File: src/rtl/gpio_dual_pkg.sv
package gpio_dual_pkg;
  // Local register slot inside one bank; slot order fixes the word offsets.
  typedef enum logic [2:0] {
    LREG_OUT  = 3'd0,
    LREG_DIR  = 3'd1,
    LREG_IN   = 3'd2,
    LREG_LVL  = 3'd3,
    LREG_FLAG = 3'd4,
    LREG_MASK = 3'd5,
    LREG_MIR  = 3'd6
  } lreg_e;

  localparam int unsigned IDX_W      = 4;   // 16 word slots
  localparam int unsigned OPEN_LAST  = 6;
  localparam int unsigned GATE_IDX   = 7;
  localparam int unsigned GUARD_LAST = 14;
  localparam int unsigned STEER_IDX  = 15;
endpackage

File: src/rtl/gpio_rst_sync.sv
module gpio_rst_sync #(
  parameter int unsigned STAGES = 2
) (
  input  logic clk,
  input  logic arst_n,
  output logic srst_n
);
  logic [STAGES-1:0] chain_q;
  logic [STAGES-1:0] chain_d;

  always_comb chain_d = {chain_q[STAGES-2:0], 1'b1};

  always_ff @(posedge clk or negedge arst_n) begin
    if (!arst_n) chain_q <= '0;
    else         chain_q <= chain_d;
  end

  assign srst_n = chain_q[STAGES-1];
endmodule

File: src/rtl/gpio_in_sync.sv
module gpio_in_sync #(
  parameter int unsigned WIDTH  = 32,
  parameter int unsigned STAGES = 2
) (
  input  logic             clk,
  input  logic             rst_n,
  input  logic [WIDTH-1:0] raw_i,
  output logic [WIDTH-1:0] sync_o
);
  logic [STAGES-1:0][WIDTH-1:0] stg_q;
  logic [STAGES-1:0][WIDTH-1:0] stg_d;

  always_comb stg_d = {stg_q[STAGES-2:0], raw_i};

  always_ff @(posedge clk or negedge rst_n) begin
    if (!rst_n) stg_q <= '0;
    else        stg_q <= stg_d;
  end

  assign sync_o = stg_q[STAGES-1];
endmodule

File: src/rtl/gpio_bank.sv
module gpio_bank
  import gpio_dual_pkg::*;
#(
  parameter int unsigned WIDTH = 32
) (
  input  logic             clk,
  input  logic             rst_n,
  input  logic             wr_en,
  input  lreg_e            wr_sel,
  input  logic [WIDTH-1:0] wdata,
  input  lreg_e            rd_sel,
  output logic [WIDTH-1:0] rdata,
  input  logic [WIDTH-1:0] own,
  input  logic [WIDTH-1:0] din,
  output logic [WIDTH-1:0] out_q,
  output logic [WIDTH-1:0] dir_q,
  output logic [WIDTH-1:0] lvl_q,
  output logic [WIDTH-1:0] flag_q,
  output logic [WIDTH-1:0] mask_q
);
  logic [WIDTH-1:0] out_d, dir_d, lvl_d, flag_d, mask_d;
  logic [WIDTH-1:0] clr;
  logic [WIDTH-1:0] hit;
  logic             en_out, en_dir, en_lvl, en_mask;

  always_comb begin
    en_out  = wr_en && (wr_sel == LREG_OUT);
    en_dir  = wr_en && (wr_sel == LREG_DIR);
    en_lvl  = wr_en && (wr_sel == LREG_LVL);
    en_mask = wr_en && (wr_sel == LREG_MASK);
    clr     = (wr_en && (wr_sel == LREG_FLAG)) ? wdata : '0;
    out_d   = wdata;
    dir_d   = wdata;
    lvl_d   = wdata;
    mask_d  = wdata;
    // condition: synced input equals programmed polarity, owned lines only
    hit     = own & ~(din ^ lvl_q);
    flag_d  = ((flag_q & ~clr) | hit) & own;
  end

  always_ff @(posedge clk or negedge rst_n) begin
    if (!rst_n) begin
      out_q  <= '0;
      dir_q  <= '0;
      lvl_q  <= '0;
      mask_q <= '0;
      flag_q <= '0;
    end else begin
      if (en_out)  out_q  <= out_d;
      if (en_dir)  dir_q  <= dir_d;
      if (en_lvl)  lvl_q  <= lvl_d;
      if (en_mask) mask_q <= mask_d;
      flag_q <= flag_d;
    end
  end

  always_comb begin
    unique case (rd_sel)
      LREG_OUT:  rdata = out_q;
      LREG_DIR:  rdata = dir_q;
      LREG_IN:   rdata = din;
      LREG_LVL:  rdata = lvl_q;
      LREG_FLAG: rdata = flag_q;
      LREG_MASK: rdata = mask_q;
      LREG_MIR:  rdata = din & own;
      default:   rdata = '0;
    endcase
  end
endmodule

File: src/rtl/dbgpio_ctrl.sv
module dbgpio_ctrl
  import gpio_dual_pkg::*;
#(
  parameter int unsigned LINES       = 32,
  parameter int unsigned ADDR_W      = 8,
  parameter int unsigned SYNC_STAGES = 2
) (
  input  logic              clk,
  input  logic              rst_n,
  input  logic              acc_permit,
  input  logic              bus_valid,
  input  logic              bus_write,
  input  logic [ADDR_W-1:0] bus_addr,
  input  logic [LINES-1:0]  bus_wdata,
  output logic [LINES-1:0]  bus_rdata,
  input  logic [LINES-1:0]  pin_i,
  output logic [LINES-1:0]  pin_o,
  output logic [LINES-1:0]  pin_oe,
  output logic              irq_o
);
  localparam int unsigned LO_BITS = 2;
  localparam int unsigned HI_SHIFT = IDX_W + LO_BITS;

  logic              srst_n;
  logic [LINES-1:0]  din;
  logic [IDX_W-1:0]  idx;
  logic              in_map, guarded, allowed;
  logic              wr_fire, rd_fire;
  logic              open_wr, guard_wr, gate_wr, steer_wr;
  lreg_e             slot;

  logic [LINES-1:0]  steer_q, steer_d, gate_q, gate_d;
  logic [LINES-1:0]  open_out, open_dir, open_lvl, open_flag, open_mask, open_rdata;
  logic [LINES-1:0]  guard_out, guard_dir, guard_lvl, guard_flag, guard_mask, guard_rdata;
  logic [LINES-1:0]  rd_mux, rdata_q, rdata_d;

  gpio_rst_sync #(.STAGES(2)) u_rst (
    .clk(clk), .arst_n(rst_n), .srst_n(srst_n)
  );

  gpio_in_sync #(.WIDTH(LINES), .STAGES(SYNC_STAGES)) u_sync (
    .clk(clk), .rst_n(srst_n), .raw_i(pin_i), .sync_o(din)
  );

  // address decode
  always_comb begin
    idx      = bus_addr[HI_SHIFT-1:LO_BITS];
    in_map   = ((bus_addr >> HI_SHIFT) == '0);
    guarded  = (idx >= IDX_W'(GATE_IDX));
    allowed  = in_map && (!guarded || acc_permit);
    slot     = lreg_e'(idx[2:0]);
    wr_fire  = bus_valid && bus_write && allowed;
    rd_fire  = bus_valid && !bus_write;
    open_wr  = wr_fire && (idx <= IDX_W'(OPEN_LAST));
    gate_wr  = wr_fire && (idx == IDX_W'(GATE_IDX));
    guard_wr = wr_fire && (idx > IDX_W'(GATE_IDX)) && (idx <= IDX_W'(GUARD_LAST));
    steer_wr = wr_fire && (idx == IDX_W'(STEER_IDX));
  end

  gpio_bank #(.WIDTH(LINES)) u_open (
    .clk(clk), .rst_n(srst_n),
    .wr_en(open_wr), .wr_sel(slot), .wdata(bus_wdata),
    .rd_sel(slot), .rdata(open_rdata),
    .own(steer_q), .din(din),
    .out_q(open_out), .dir_q(open_dir), .lvl_q(open_lvl),
    .flag_q(open_flag), .mask_q(open_mask)
  );

  gpio_bank #(.WIDTH(LINES)) u_guard (
    .clk(clk), .rst_n(srst_n),
    .wr_en(guard_wr), .wr_sel(slot), .wdata(bus_wdata),
    .rd_sel(slot), .rdata(guard_rdata),
    .own(~steer_q), .din(din),
    .out_q(guard_out), .dir_q(guard_dir), .lvl_q(guard_lvl),
    .flag_q(guard_flag), .mask_q(guard_mask)
  );

  // steering and gate registers
  always_comb begin
    steer_d = bus_wdata;
    gate_d  = bus_wdata;
  end

  always_ff @(posedge clk or negedge srst_n) begin
    if (!srst_n) begin
      steer_q <= '0;
      gate_q  <= '0;
    end else begin
      if (steer_wr) steer_q <= steer_d;
      if (gate_wr)  gate_q  <= gate_d;
    end
  end

  // read path
  always_comb begin
    rd_mux = '0;
    if (allowed) begin
      if (idx <= IDX_W'(OPEN_LAST))       rd_mux = open_rdata;
      else if (idx == IDX_W'(GATE_IDX))   rd_mux = gate_q;
      else if (idx == IDX_W'(STEER_IDX))  rd_mux = steer_q;
      else                                rd_mux = guard_rdata;
    end
    rdata_d = rd_mux;
  end

  always_ff @(posedge clk or negedge srst_n) begin
    if (!srst_n)      rdata_q <= '0;
    else if (rd_fire) rdata_q <= rdata_d;
  end

  assign bus_rdata = rdata_q;

  // pin steering and interrupt combine
  assign pin_o  = (steer_q & open_out) | (~steer_q & guard_out);
  assign pin_oe = (steer_q & open_dir) | (~steer_q & guard_dir);
  assign irq_o  = |((open_flag & open_mask) | (guard_flag & guard_mask));
endmodule

File: config.mk
export PLATFORM = sky130hd
export DESIGN_NAME = dbgpio_ctrl
export DESIGN_NICKNAME = d
export VERILOG_FILES = /design/src/rtl/gpio_dual_pkg.sv /design/src/rtl/gpio_rst_sync.sv /design/src/rtl/gpio_in_sync.sv /design/src/rtl/gpio_bank.sv /design/src/rtl/dbgpio_ctrl.sv
export SDC_FILE = /design/constraint.sdc
export NUM_CORES = 1
export LEC_CHECK = 0
export BUFFER_PORTS_ARGS = -buffer_cell sky130_fd_sc_hd__buf_2
export CORE_MARGIN = 1.5
export CORE_UTILIZATION = 30
export CTS_CLUSTER_DIAMETER = 60
export DETAILED_ROUTE_END_ITERATION = 10
export PLACE_DENSITY_LB_ADDON = 0.08
export SYNTH_ARGS = -nofsm -noshare
export SYNTH_HDL_FRONTEND = slang
export SYNTH_SLANG_ARGS = --single-unit
File: constraint.sdc
create_clock -name clk -period 19.76 [get_ports clk]
set_input_delay 0.988 -clock clk [delete_from_list [all_inputs] [get_ports clk]]
set_output_delay 0.988 -clock clk [all_outputs]
set_load 0.1 [all_outputs]
# Word-level counts from Yosys, hierarchy flattened
# Index checks and enable logic that the tools add are counted.
[totals] reg_bits=482 inputBits=77
[op_classes] magnitude_cmp=4 eq_ne=8 n_mux=8 bitwise_logic=26 n_reduce_logical=25
[op_table] op="32-bit AND" count=14
[op_table] op="32-bit case mux with 7 select lines" count=2
[op_table] op="32-bit two-way mux" count=6
[op_table] op="32-bit NOT" count=5
[op_table] op="32-bit bitwise OR" count=5
[op_table] op="32-bit bitwise XOR" count=2
[op_table] op="32-bit OR reduction" count=1
[op_table] op="1-bit logical AND" count=19
[op_table] op="3-bit equality test, second input constant" count=3
[op_table] op="8-bit zero test" count=1
[op_table] op="3-bit by 2-bit equality test with 1-bit output, second input constant" count=2
[op_table] op="4-bit by 3-bit equality test with 1-bit output, second input constant" count=1
[op_table] op="4-bit equality test, second input constant" count=1
[op_table] op="4-bit by 3-bit greater-or-equal comparator with 1-bit output, second input constant" count=1
[op_table] op="4-bit by 3-bit greater-than comparator with 1-bit output, second input constant" count=1
[op_table] op="4-bit by 3-bit less-or-equal comparator with 1-bit output, second input constant" count=1
[op_table] op="4-bit less-or-equal comparator, second input constant" count=1
[op_table] op="3-bit by 1-bit equality test with 1-bit output, second input constant" count=1
[op_table] op="3-bit zero test" count=1
[op_table] op="1-bit zero test" count=2
[op_table] op="1-bit logical OR" count=1

# Logic depth before layout (Yosys ltp)
# Gate-level depths: netlist of run 1.
[depth] ltp_word=13 mapped_depth=10 depth_no_buf=5

# Modules after synthesis
# From an unflattened synthesis of run 1, not the netlist that was laid out.
[unflattened] cells_unflattened=1747 area_unflattened_um2=23899.2
[by_module_without_submodules] mod="gpio_bank" instances=2 cells_each=609 area_each_um2=8354.3
[by_module_without_submodules] mod="dbgpio_ctrl" instances=1 cells_each=462 area_each_um2=5535.3
[by_module_without_submodules] mod="gpio_in_sync" instances=1 cells_each=64 area_each_um2=1601.5
[by_module_without_submodules] mod="gpio_rst_sync" instances=1 cells_each=3 area_each_um2=53.8

# Worst setup path after synthesis of run 1
# Ideal clock, no wire load.
[synth_timing] kind="reg2out" start="reg u_guard.mask_q[16]" end="out irq_o" t_arrival_ns=1.853 t_required_ns=18.772 path_slack_ns=16.919 stages_incl_launch_ff=5 cell_sequence="dfrtp_1 > a22o_1 > a221oi_1 > nand4_1 > or4_1"
[synth_between] elab_chain_len=3
[synth_rtl] element="start, declared" line_no="gpio_bank.sv:19" source="output logic [WIDTH-1:0] mask_q"
[synth_rtl] element="start signal, assigned" line_no="gpio_bank.sv:52" source="if (en_mask) mask_q <= mask_d;"
[synth_rtl] element="32-bit AND" line_no="dbgpio_ctrl.sv:116" source="assign irq_o = |((open_flag & open_mask) | (guard_flag & guard_mask));"
[synth_rtl] element="32-bit bitwise OR" line_no="dbgpio_ctrl.sv:116"
[synth_rtl] element="32-bit OR reduction" line_no="dbgpio_ctrl.sv:116"
[synth_rtl] element="end, declared" line_no="dbgpio_ctrl.sv:19" source="output logic irq_o"
# No other way between the ends.

# Final worst setup path of run 1
[layout_timing] start="in bus_addr[2]" end="reg u_open.mask_q[24]"
[layout_between] elab_chain_len=7 word_cells_on_any_way=9
[layout_rtl] element="start, declared" line_no="dbgpio_ctrl.sv:13" source="input logic [ADDR_W-1:0] bus_addr,"
[layout_rtl] element="4-bit by 3-bit greater-or-equal comparator with 1-bit output" line_no="dbgpio_ctrl.sv:49" source="guarded = (idx >= IDX_W'(GATE_IDX));"
[layout_rtl] element="1-bit zero test" line_no="dbgpio_ctrl.sv:50" source="allowed = in_map && (!guarded || acc_permit);"
[layout_rtl] element="1-bit logical OR" line_no="dbgpio_ctrl.sv:50"
[layout_rtl] element="1-bit logical AND" line_no="dbgpio_ctrl.sv:50"
[layout_rtl] element="1-bit logical AND" line_no="dbgpio_ctrl.sv:52" source="wr_fire = bus_valid && bus_write && allowed;"
[layout_rtl] element="1-bit logical AND" line_no="dbgpio_ctrl.sv:54" source="open_wr = wr_fire && (idx <= IDX_W'(OPEN_LAST));"
[layout_rtl] element="1-bit logical AND (*)" line_no="gpio_bank.sv:30" source="en_mask = wr_en && (wr_sel == LREG_MASK);"
[layout_rtl] element="end signal, assigned" line_no="gpio_bank.sv:52"
[layout_rtl] element="end, declared" line_no="gpio_bank.sv:19"
# Every way passes the cells marked *; elsewhere a longest branch is shown, timed or not.
# A chain may end at the register's enable or synchronous reset.

==> results list, run 1 <==
- The flow ran to the end, and the final reports show no timing, DRC or antenna violations.
* Deepest level of the CTS H-tree: 3
- The share of synthesized area in the top cell type comes to 0.530.
- Number of setup buffers added after CTS: 0
- Number of synthesized flops with an enable pin: 0
* Final total negative setup slack: 0 ns
- The clock passes through at most 3 buffers.
* Comb pwr share: 0.115
- For this design the ratio of total power to cell area is approximately 100 nW/um^2.
- After synthesis, the netlist uses 67 different library cells.
- Placeable core region: ~75000 um^2
- Via count: ~18000
* Layout Nets: ~2300
* Routed wirelength normalized by instance count: about 28 um
- Area taken by multi-input logic gates: about 10000 um^2
* Gp weighted congestion: approximately 0.82
- Via count of the first global-routing pass: 18000
- The path class of the tightest hold or removal check is input port to asynchronous set/reset pin.
* Cell types occupying the most area after synthesis: sky130_fd_sc_hd__dfrtp_1, sky130_fd_sc_hd__mux2_2, sky130_fd_sc_hd__o21ai_0
- Remaining antenna violation count: 0
- Maximum number of pins on one net before global-route repair: 160
- Number of sinks on the clock net: between 400 and 500
- In the synthesized netlist the dominant register cell turns out to be sky130_fd_sc_hd__dfrtp_1.
- 174 I/O pins were placed.
* Remaining DRCs: 0
* Sw frac: 0.279
- Die W: about 280 um
- Quantity of gates resized following cts: 0
- Period minus WS final: around 4.6 ns
* Sequential cell area: around 12000 um^2
* TritonCTS buffer count: 66
- Worst rel slew slack: 0.265
- Initial Util: 0.304
* Ys async rst share: 1.00
- Fraction of layout instances using a drive strength above 1: 0.260
- Static timing analysis puts the maximum clock frequency at roughly 0.22 GHz.
- Total routed wirelength: 90.7 mm
* Number of synthesis warnings: 0
- Clock insertion delay at the later pin of the skew report: slightly above 0.6 ns
- Before CTS, the worst setup slack after placement is about 14 ns.
* Number of instances in the synthesized netlist: between 2000 and 2500
* Max-slew violation count: 0
* DRC marker count from the first detailed-route iteration: around 1400
- Total power for the finished layout comes to approximately 0.0027 W.
* Depth of the most critical reg-to-reg path: 2
* Number of port buffers: approximately 170
- Data on the critical path is required at its endpoint by 20.25 ns.
- Summed over all nets, the switching power comes to approximately 0.00075 W.
- TritonCTS built the clock tree.
* Via count normalized by instance count: roughly 5.5
- Crit. End Element: register
* Half-perimeter wire length after detailed placement: approximately 55 mm
- Reported max-cap violation count: 0
- The critical path is of the input port to register type.
* Area leader, netlist: sky130_fd_sc_hd__dfrtp_1
- Height of the die: 278 um
- Congestion Overflow GR: 0
* Setup WS post-layout: between 15 and 20 ns
- Die outline area: 77500 um^2
- Of the synthesized area, sequential elements account for 0.530.
* Worst supply voltage drop on vdd: about 50 uV
- The internal power of the cells totals approximately 0.0019 W.
- The worst setup path is launched from an input port.
- CTS clk-pin slew, worst paths: ~0.050 ns
- Actual transition at the worst max-transition pin: around 1.1 ns
- Of the available clock period, the critical path in the final layout requires 0.233.
* Final count of hold timing violations: 0
- Mapped Area: around 23000 um^2
- On the final layout, the worst clock skew is 0.0179 ns.
- Detailed-routing iteration count for the pre-antenna-repair pass: 5
- Reg power frac: 0.415
- Worst hold margin: ~0.15 ns
- Of the total power, the clock network draws 0.471.
* Antenna violations before repair: 6
- Global-route wire length before repair: 132 mm
* Critical path data arrival time: just over 5 ns
- Standby leakage power: between 10 and 15 nW
- The layout has ~7400 filler cells.
- Of all nets on the critical path, the largest fanout is between 60 and 70.
- Setup violations remaining at the end of the flow were counted as 0.
- Synthesis produced a netlist with a net count of ~2200.
* Global-route usage over all layers: 0.234
- The floorplan has 100 rows.
- Synthesis inferred between 400 and 500 register bits.
- The number of hold buffers added after CTS was 0.
- The tree is rooted in a sky130_fd_sc_hd__clkbuf_16.
* Synth-to-layout area growth: 17.6%
* Setup repair after global routing missed its margin: no
* Mean post-synth cell area: ~11 um^2
==> area by class of cell <==
class                           count  share of cell area
Inverter                           37             0.00519
Multi-Input combinational cell   1410               0.368
Antenna cell                        2            0.000187
Tap cell                          969              0.0453
Timing Repair Buffer              211              0.0446
Sequential cell                   482               0.451
Clock inverter                     17              0.0104
Clock buffer                       99              0.0748
==> power by group through the flow <==
stage | registers (W) | logic [W] | clock network (W)
6_report | 0.00111 | 0.000306 | 0.00126
5_1_grt | 0.00111 | 0.000330 | 0.00133
4_1_cts | 0.00111 | 0.000308 | 0.00129
3_5_place_dp | 0.00112 | 0.000307 | 0
3_3_place_gp | 0.00112 | 0.000305 | 0
2_1_floorplan | 0.00113 | 0.000191 | 0
==> final timing paths <==
check | from | end | slack [ns]
min in group clk | u_sync.stg_d[39] | u_sync.sync_o[7] | 0.35
worst min register to register | u_rst.chain_q[1] | u_sync.stg_d[41] | 0.32
max in group asynchronous | u_rst.chain_q[1] | u_open.mask_q[20] | 17.21
worst min-delay path | rst_n | u_rst.chain_q[1] | 0.15
worst max register to register | u_rst.chain_q[1] | u_open.mask_q[20] | 17.21
worst max-delay path | bus_addr[2] | u_open.mask_q[24] | 15.15
==> kinds of logic after synthesis <==
group,share of synthesized area
compound gates,0.166
simple gates,0.0962
flops,0.530
mux,0.141
buf+inv,0.0409
xor+xnor,0.0247
other cells,0.000165
==> stage by stage <==
stage,std cells,cell area [um^2],utilization
floorplan,2097,22700,-
global placement,3109,24500,0.327
detailed placement,3109,24500,0.327
CTS,3225,26700,0.358
global route,3226,26700,0.358
finish,3227,26700,0.358
==> layout by cell type (no fill, tap or decap), types with 5 or more instances in the layout <==
| cell type | count |
|---|---|
| sky130_fd_sc_hd__a221oi_1 | 38 |
| sky130_fd_sc_hd__mux4_2 | 8 |
| sky130_fd_sc_hd__o21ai_1 | 8 |
| sky130_fd_sc_hd__a22o_1 | 24 |
| sky130_fd_sc_hd__inv_1 | 35 |
| sky130_fd_sc_hd__a32o_1 | 18 |
| sky130_fd_sc_hd__a211o_1 | 8 |
| sky130_fd_sc_hd__buf_2 | 168 |
| sky130_fd_sc_hd__clkbuf_8 | 16 |
| sky130_fd_sc_hd__bufinv_16 | 7 |
| sky130_fd_sc_hd__a22oi_1 | 34 |
| sky130_fd_sc_hd__dfrtp_1 | 481 |
| sky130_fd_sc_hd__mux2i_1 | 28 |
| sky130_fd_sc_hd__xnor2_1 | 32 |
| sky130_fd_sc_hd__nand2_1 | 281 |
| sky130_fd_sc_hd__o21a_1 | 7 |
| sky130_fd_sc_hd__a32oi_1 | 24 |
| sky130_fd_sc_hd__o21ai_0 | 230 |
| sky130_fd_sc_hd__a311o_1 | 7 |
| sky130_fd_sc_hd__a211oi_1 | 22 |
| sky130_fd_sc_hd__a21o_1 | 5 |
| sky130_fd_sc_hd__clkbuf_16 | 69 |
| sky130_fd_sc_hd__a21oi_1 | 89 |
| sky130_fd_sc_hd__nor2_1 | 49 |
| sky130_fd_sc_hd__nor2b_1 | 49 |
| sky130_fd_sc_hd__xor2_1 | 32 |
| sky130_fd_sc_hd__mux2_2 | 239 |
| sky130_fd_sc_hd__o31ai_1 | 7 |
| sky130_fd_sc_hd__nand3_1 | 30 |
| sky130_fd_sc_hd__buf_4 | 40 |
| sky130_fd_sc_hd__clkinv_2 | 5 |
| sky130_fd_sc_hd__clkbuf_1 | 14 |
| sky130_fd_sc_hd__a31oi_1 | 8 |
| sky130_fd_sc_hd__nand2b_1 | 16 |
| sky130_fd_sc_hd__o221ai_1 | 11 |
| sky130_fd_sc_hd__o211ai_1 | 21 |
| sky130_fd_sc_hd__nand4_1 | 18 |
| sky130_fd_sc_hd__nor3_1 | 10 |
==> per-layer routing <==
metal | track usage | routed length [um]
met3 | 0.0399 | 4710
met1 | 0.322 | 41100
met2 | 0.377 | 42700
met5 | 0 | 13
met4 | 0.0660 | 2250
==> cells in the mapped netlist (24+ instances only) <==
cell type                  count
sky130_fd_sc_hd__a21oi_1      89
sky130_fd_sc_hd__a32oi_1      24
sky130_fd_sc_hd__a22o_1       24
sky130_fd_sc_hd__buf_2        47
sky130_fd_sc_hd__xnor2_1      32
sky130_fd_sc_hd__clkbuf_1     96
sky130_fd_sc_hd__mux2_2      239
sky130_fd_sc_hd__nor2_1       51
sky130_fd_sc_hd__nand2_1     284
sky130_fd_sc_hd__dfrtp_1     482
sky130_fd_sc_hd__xor2_1       32
sky130_fd_sc_hd__a22oi_1      34
sky130_fd_sc_hd__o21ai_0     230
sky130_fd_sc_hd__mux2i_1      28
sky130_fd_sc_hd__nor2b_1      51
sky130_fd_sc_hd__inv_1        35
sky130_fd_sc_hd__nand3_1      30
sky130_fd_sc_hd__a221oi_1     38
==> worst max-delay path, cell delays in order <==
cell,delay (ns)
sky130_fd_sc_hd__buf_4,0.57
sky130_fd_sc_hd__buf_4,0.67
sky130_fd_sc_hd__nand2b_1,0.68
sky130_fd_sc_hd__nor2_4,1.00
sky130_fd_sc_hd__nand2_4,0.72
sky130_fd_sc_hd__o21ai_0,0.39
Note: power is estimated with default switching activity, not from simulation.
==> run 2: changes to the inputs <==
--- a/config.mk
+++ b/config.mk
@@ -5,6 +5,7 @@
 export SDC_FILE = /design/constraint.sdc
 export NUM_CORES = 1
 export LEC_CHECK = 0
+export ABC_AREA = 1
 export BUFFER_PORTS_ARGS = -buffer_cell sky130_fd_sc_hd__buf_2
 export CORE_MARGIN = 1.5
 export CORE_UTILIZATION = 30
==> constraint.sdc (replaced) <==
create_clock -name clk -period 4.25 [get_ports clk]
set_input_delay 0.2125 -clock clk [delete_from_list [all_inputs] [get_ports clk]]
set_output_delay 0.2125 -clock clk [all_outputs]
set_load 0.1 [all_outputs]
==> run 2 against run 1 <==
  * First-iteration DRC count is 34% higher
  * Sequential cell count is the same
  * Sequential share of layout area is 0.95 points lower
  * Cell count increased by 25%
  * Sequential power rose to 4.6 times the previous value
  * Count of clock-buffer cells in the layout down 14
  * Via count is 13% higher
  * Critical path type is now register to output port
  * Largest cell class unchanged
==> results list, run 2 <==
- Maximum root-to-sink buffer count: 3 (unchanged)
- Final Setup Violations: 0 (unchanged)
* Clock Root Buffer: sky130_fd_sc_hd__clkbuf_16 (unchanged)
- The worst-skew pair later-pin latency came to 0.63 ns (was 0.61 ns).
- The site row count is 100 (unchanged).
* Number of flip-flops and latches in the synthesized netlist: 482 (unchanged)
* Final design instance area without fill: 27300 um^2 (was 26700 um^2)
- The half-perimeter wire length after placement came to 51.5 mm (was 54.8 mm).
- The number of clock sinks was 482 (unchanged).
- The number of detailed-routing iterations run before antenna repair is 8 (was 5).
- # placed instances: 3843 (was 3109)
* Buffers and inverters on the worst path: 2 (unchanged)
- Critical path class: register to output port (was input port to register)
- Leading cell types in the layout, fill and taps excluded: sky130_fd_sc_hd__nand2_1, sky130_fd_sc_hd__dfrtp_1, sky130_fd_sc_hd__o21ai_0 (was sky130_fd_sc_hd__dfrtp_1, sky130_fd_sc_hd__nand2_1, sky130_fd_sc_hd__mux2_2)
- Commonest cells in the synthesized netlist: sky130_fd_sc_hd__nand2_1, sky130_fd_sc_hd__dfrtp_1, sky130_fd_sc_hd__o21ai_0 (was sky130_fd_sc_hd__dfrtp_1, sky130_fd_sc_hd__nand2_1, sky130_fd_sc_hd__mux2_2)
* Mean post-synth cell area: 8.03 um^2 (was 10.8 um^2)
- Crit Path Max Fanout: 2 (was 64)
* Mapped Area: 22500 um^2 (was 22700 um^2)
* Distinct cell type count after synthesis: 34 (was 67)
* Height of the die: 277 um (was 278 um)
- The area growth from synthesis to final layout is 21.3% (was 17.6%).
* Classification of the worst-slack hold path: input port to register (was input port to asynchronous set/reset pin)
- The largest vdd supply drop came to 288 uV (was 50.9 uV).
* Worst rel slew slack: 0.338 (was 0.265)
- Peak clock frequency supported by timing: between 0.3 and 0.4 GHz
- Run status: finished, final reports clean (unchanged).
- The maximum number of pins on one net before global-route repair came to 99 (was 160).
- The critical path capture point type is an output port (was register).
* Max-slew violation count: 0 (unchanged)
* WP data required: 4.04 ns (was 20.25 ns)
* Total routed wirelength: 85.2 mm (was 90.7 mm)
* Antenna violations before repair: 5 (was 6)
- Initial Util: 0.303 (was 0.304)
- Fraction of layout instances using a drive strength above 1: 0.119 (was 0.260)
- The switching power of the nets is 0.00357 W (was 0.000745 W).
* Power density normalized to cell area: 455 nW/um^2 (was 99.8 nW/um^2)
- Congestion Overflow GR: 0 (unchanged)
- The total negative slack was 0 ns (unchanged).
- The via density per instance is 4.95 (was 5.45).
- Largest incremental delay on the critical path: 0.38 ns (was 1.00 ns)
* Post-synth top flop: sky130_fd_sc_hd__dfrtp_1 (unchanged)
- Nature of the critical path startpoint: register (was input port)
- Ordered list of cells on the worst path: inv_1, o22ai_1, nor3_1, nand3_1, nor2_1, nand2_1, buf_2 (was buf_4, buf_4, nand2b_1, nor2_4, nand2_4, o21ai_0).
- Standby leakage power: 13.0 nW (was 12.1 nW)
- Deepest level of the CTS H-tree: 2 (was 3)
* Worst hold margin: 0.148 ns (was 0.154 ns)
* Actual transition at the worst max-transition pin: 0.992 ns (was 1.10 ns)
- The post-route core utilization was 0.368 (was 0.358).
- Portion of total power attributed to the clock network: 0.459 (was 0.471)
- The clock period could shrink to 2.65 ns.
- Gp weighted congestion: 0.810 (was 0.820)
* Reported max-cap violation count: 0 (unchanged)
- Cell types occupying the most area after synthesis: sky130_fd_sc_hd__dfrtp_1, sky130_fd_sc_hd__nand2_1, sky130_fd_sc_hd__o21ai_0 (was sky130_fd_sc_hd__dfrtp_1, sky130_fd_sc_hd__mux2_2, sky130_fd_sc_hd__o21ai_0)
- Max stage delay cell, worst path: sky130_fd_sc_hd__dfrtp_1 (was sky130_fd_sc_hd__nor2_4)
- The most common cell after layout, fill and taps aside is sky130_fd_sc_hd__nand2_1 (was sky130_fd_sc_hd__dfrtp_1).
- Share of synthesized area occupied by flip-flops and latches: 0.535 (was 0.530)
- The placed standard-cell area is 24400 um^2 (was 24500 um^2).
- Dominant cell by count in the synthesized netlist: sky130_fd_sc_hd__nand2_1 (was sky130_fd_sc_hd__dfrtp_1)
- Net count after synthesis: 2884 (was 2174)
- Comb pwr share: 0.127 (was 0.115)
- Setup repair after global routing missed its margin: no (unchanged)
- Of the available clock period, the critical path in the final layout requires 0.622.
- Final-layout fill cell count: 7871 (was 7418)
- Worst clock skew: 0.0171 ns (was 0.0179 ns)
* Fin cells: 4023 (was 3227)
- Sw frac: 0.287 (was 0.279)
* Cell class contributing the biggest share of worst-path delay: simple AND/OR/NAND/NOR gates (unchanged)
* Number of synthesized flops with an enable pin: 0 (unchanged)
- I/O pin cnt: 174 (unchanged)
- The data arrival time at the worst-slack endpoint was 2.43 ns (was 5.10 ns).
- DRC marker count from the first detailed-route iteration: 1839 (was 1369)
- The area enclosed by the die boundary was 76700 um^2 (was 77500 um^2).
- Final count of hold timing violations: 0 (unchanged)
- Global-route usage over all layers: 0.220 (was 0.234)
* Area leader, netlist: sky130_fd_sc_hd__dfrtp_1 (unchanged)
* Routed wirelength normalized by instance count: 21.2 um (was 28.1 um)
* Number of instances in the synthesized netlist: 2807 (was 2097)
- Layout Nets: 3079 (was 2285)
- The wire length of the first global-routing pass is 127 mm (was 132 mm).
- The detailed-route DRC error count is 0 (unchanged).
* TritonCTS buffer count: 60 (was 66)
* Reg power frac: 0.414 (was 0.415)
* Remaining antenna violation count: 0 (unchanged)
- The via count of the first global-routing pass was 19600 (was 18000).
* Number of setup buffers added after CTS: 0 (unchanged)
- The share of the synthesized area in the top cell type is 0.535 (was 0.530).
* CTS clk-pin slew, worst paths: 0.06 ns (was 0.05 ns)
- Clock tree from TritonCTS: done (unchanged)
- The total number of yosys warnings is 0 (unchanged).
- Ys async rst share: 1.00 (unchanged)
- Via count: 19900 (was 17600)
* P_int: 0.00885 W (was 0.00192 W)
- The total core area is 74300 um^2 (was 74700 um^2).
- The die width was 277 um (was 278 um).
* Number of port buffers: 171 (unchanged)
run 2: area by class of cell:
cell class / count / area [um^2] / share of cell area
clock buffer: 85 / 1820 / 0.0665
timing repair buffer: 290 / 2030 / 0.0742
sequential: 482 / 12100 / 0.442
clock inverter: 27 / 417 / 0.0153
inverter: 229 / 862 / 0.0316
tap: 969 / 1210 / 0.0444
antenna: 2 / 5.00 / 0.000183
multi-input combinational: 1939 / 8920 / 0.326
run 2: path summary, 6_finish.rpt:
check	start	to	slack, ns	cells after the start
min in group asynchronous	u_rst.chain_q[1]	u_open.dir_q[13]	0.41	0
max in group asynchronous	u_rst.chain_q[1]	u_open.mask_q[7]	2.73	1
worst min-delay path	bus_addr[5]	bus_rdata[15]	0.15	5
worst min register to register	u_sync.stg_d[44]	u_sync.sync_o[12]	0.34	0
worst max register to register	u_rst.chain_q[1]	u_open.mask_q[7]	2.73	1
worst max-delay path	u_guard.flag_q[4]	irq_o	1.60	7
run 2: through the flow:
step | setup WS (ns) | power [W]
CTS | 1.56 | 0.0126
detailed placement | 1.31 | 0.00676
global placement | 1.33 | 0.00674
global route | 1.49 | 0.0129
finish | 1.60 | 0.0124
floorplan | -0.454 | 0.00625
run 2: kinds of logic (layout without fill, tap and decap cells):
group,after synthesis,in the layout,synth area share
compound gates,664,664,0.154
xor+xnor,64,64,0.0249
buf+inv,386,631,0.0695
flops,482,482,0.535
other cells,1,3,0.000166
simple gates,1210,1210,0.216
run 2: repair_timing:
item                                   4_1_cts  5_1_grt
gates resized for setup                      0        0
endpoints found under the hold margin       98        0
hold buffers                                66        0
run 2: power groups by stage:
stage	sequential, W	combinational [W]	clock [W]
2_1_floorplan	0.00529	0.000960	0
3_3_place_gp	0.00522	0.00153	0
3_5_place_dp	0.00522	0.00154	0
4_1_cts	0.00514	0.00159	0.00585
5_1_grt	0.00519	0.00172	0.00603
6_report	0.00515	0.00157	0.00570
run 2: routing by layer:
metal  share of wire  GRT usage  up-vias
met5         0.00031          0        -
met4           0.027     0.0688        4
met3           0.055     0.0262      132
met2            0.45      0.352      638
met1            0.46      0.311     9655
li1                -          -     9470
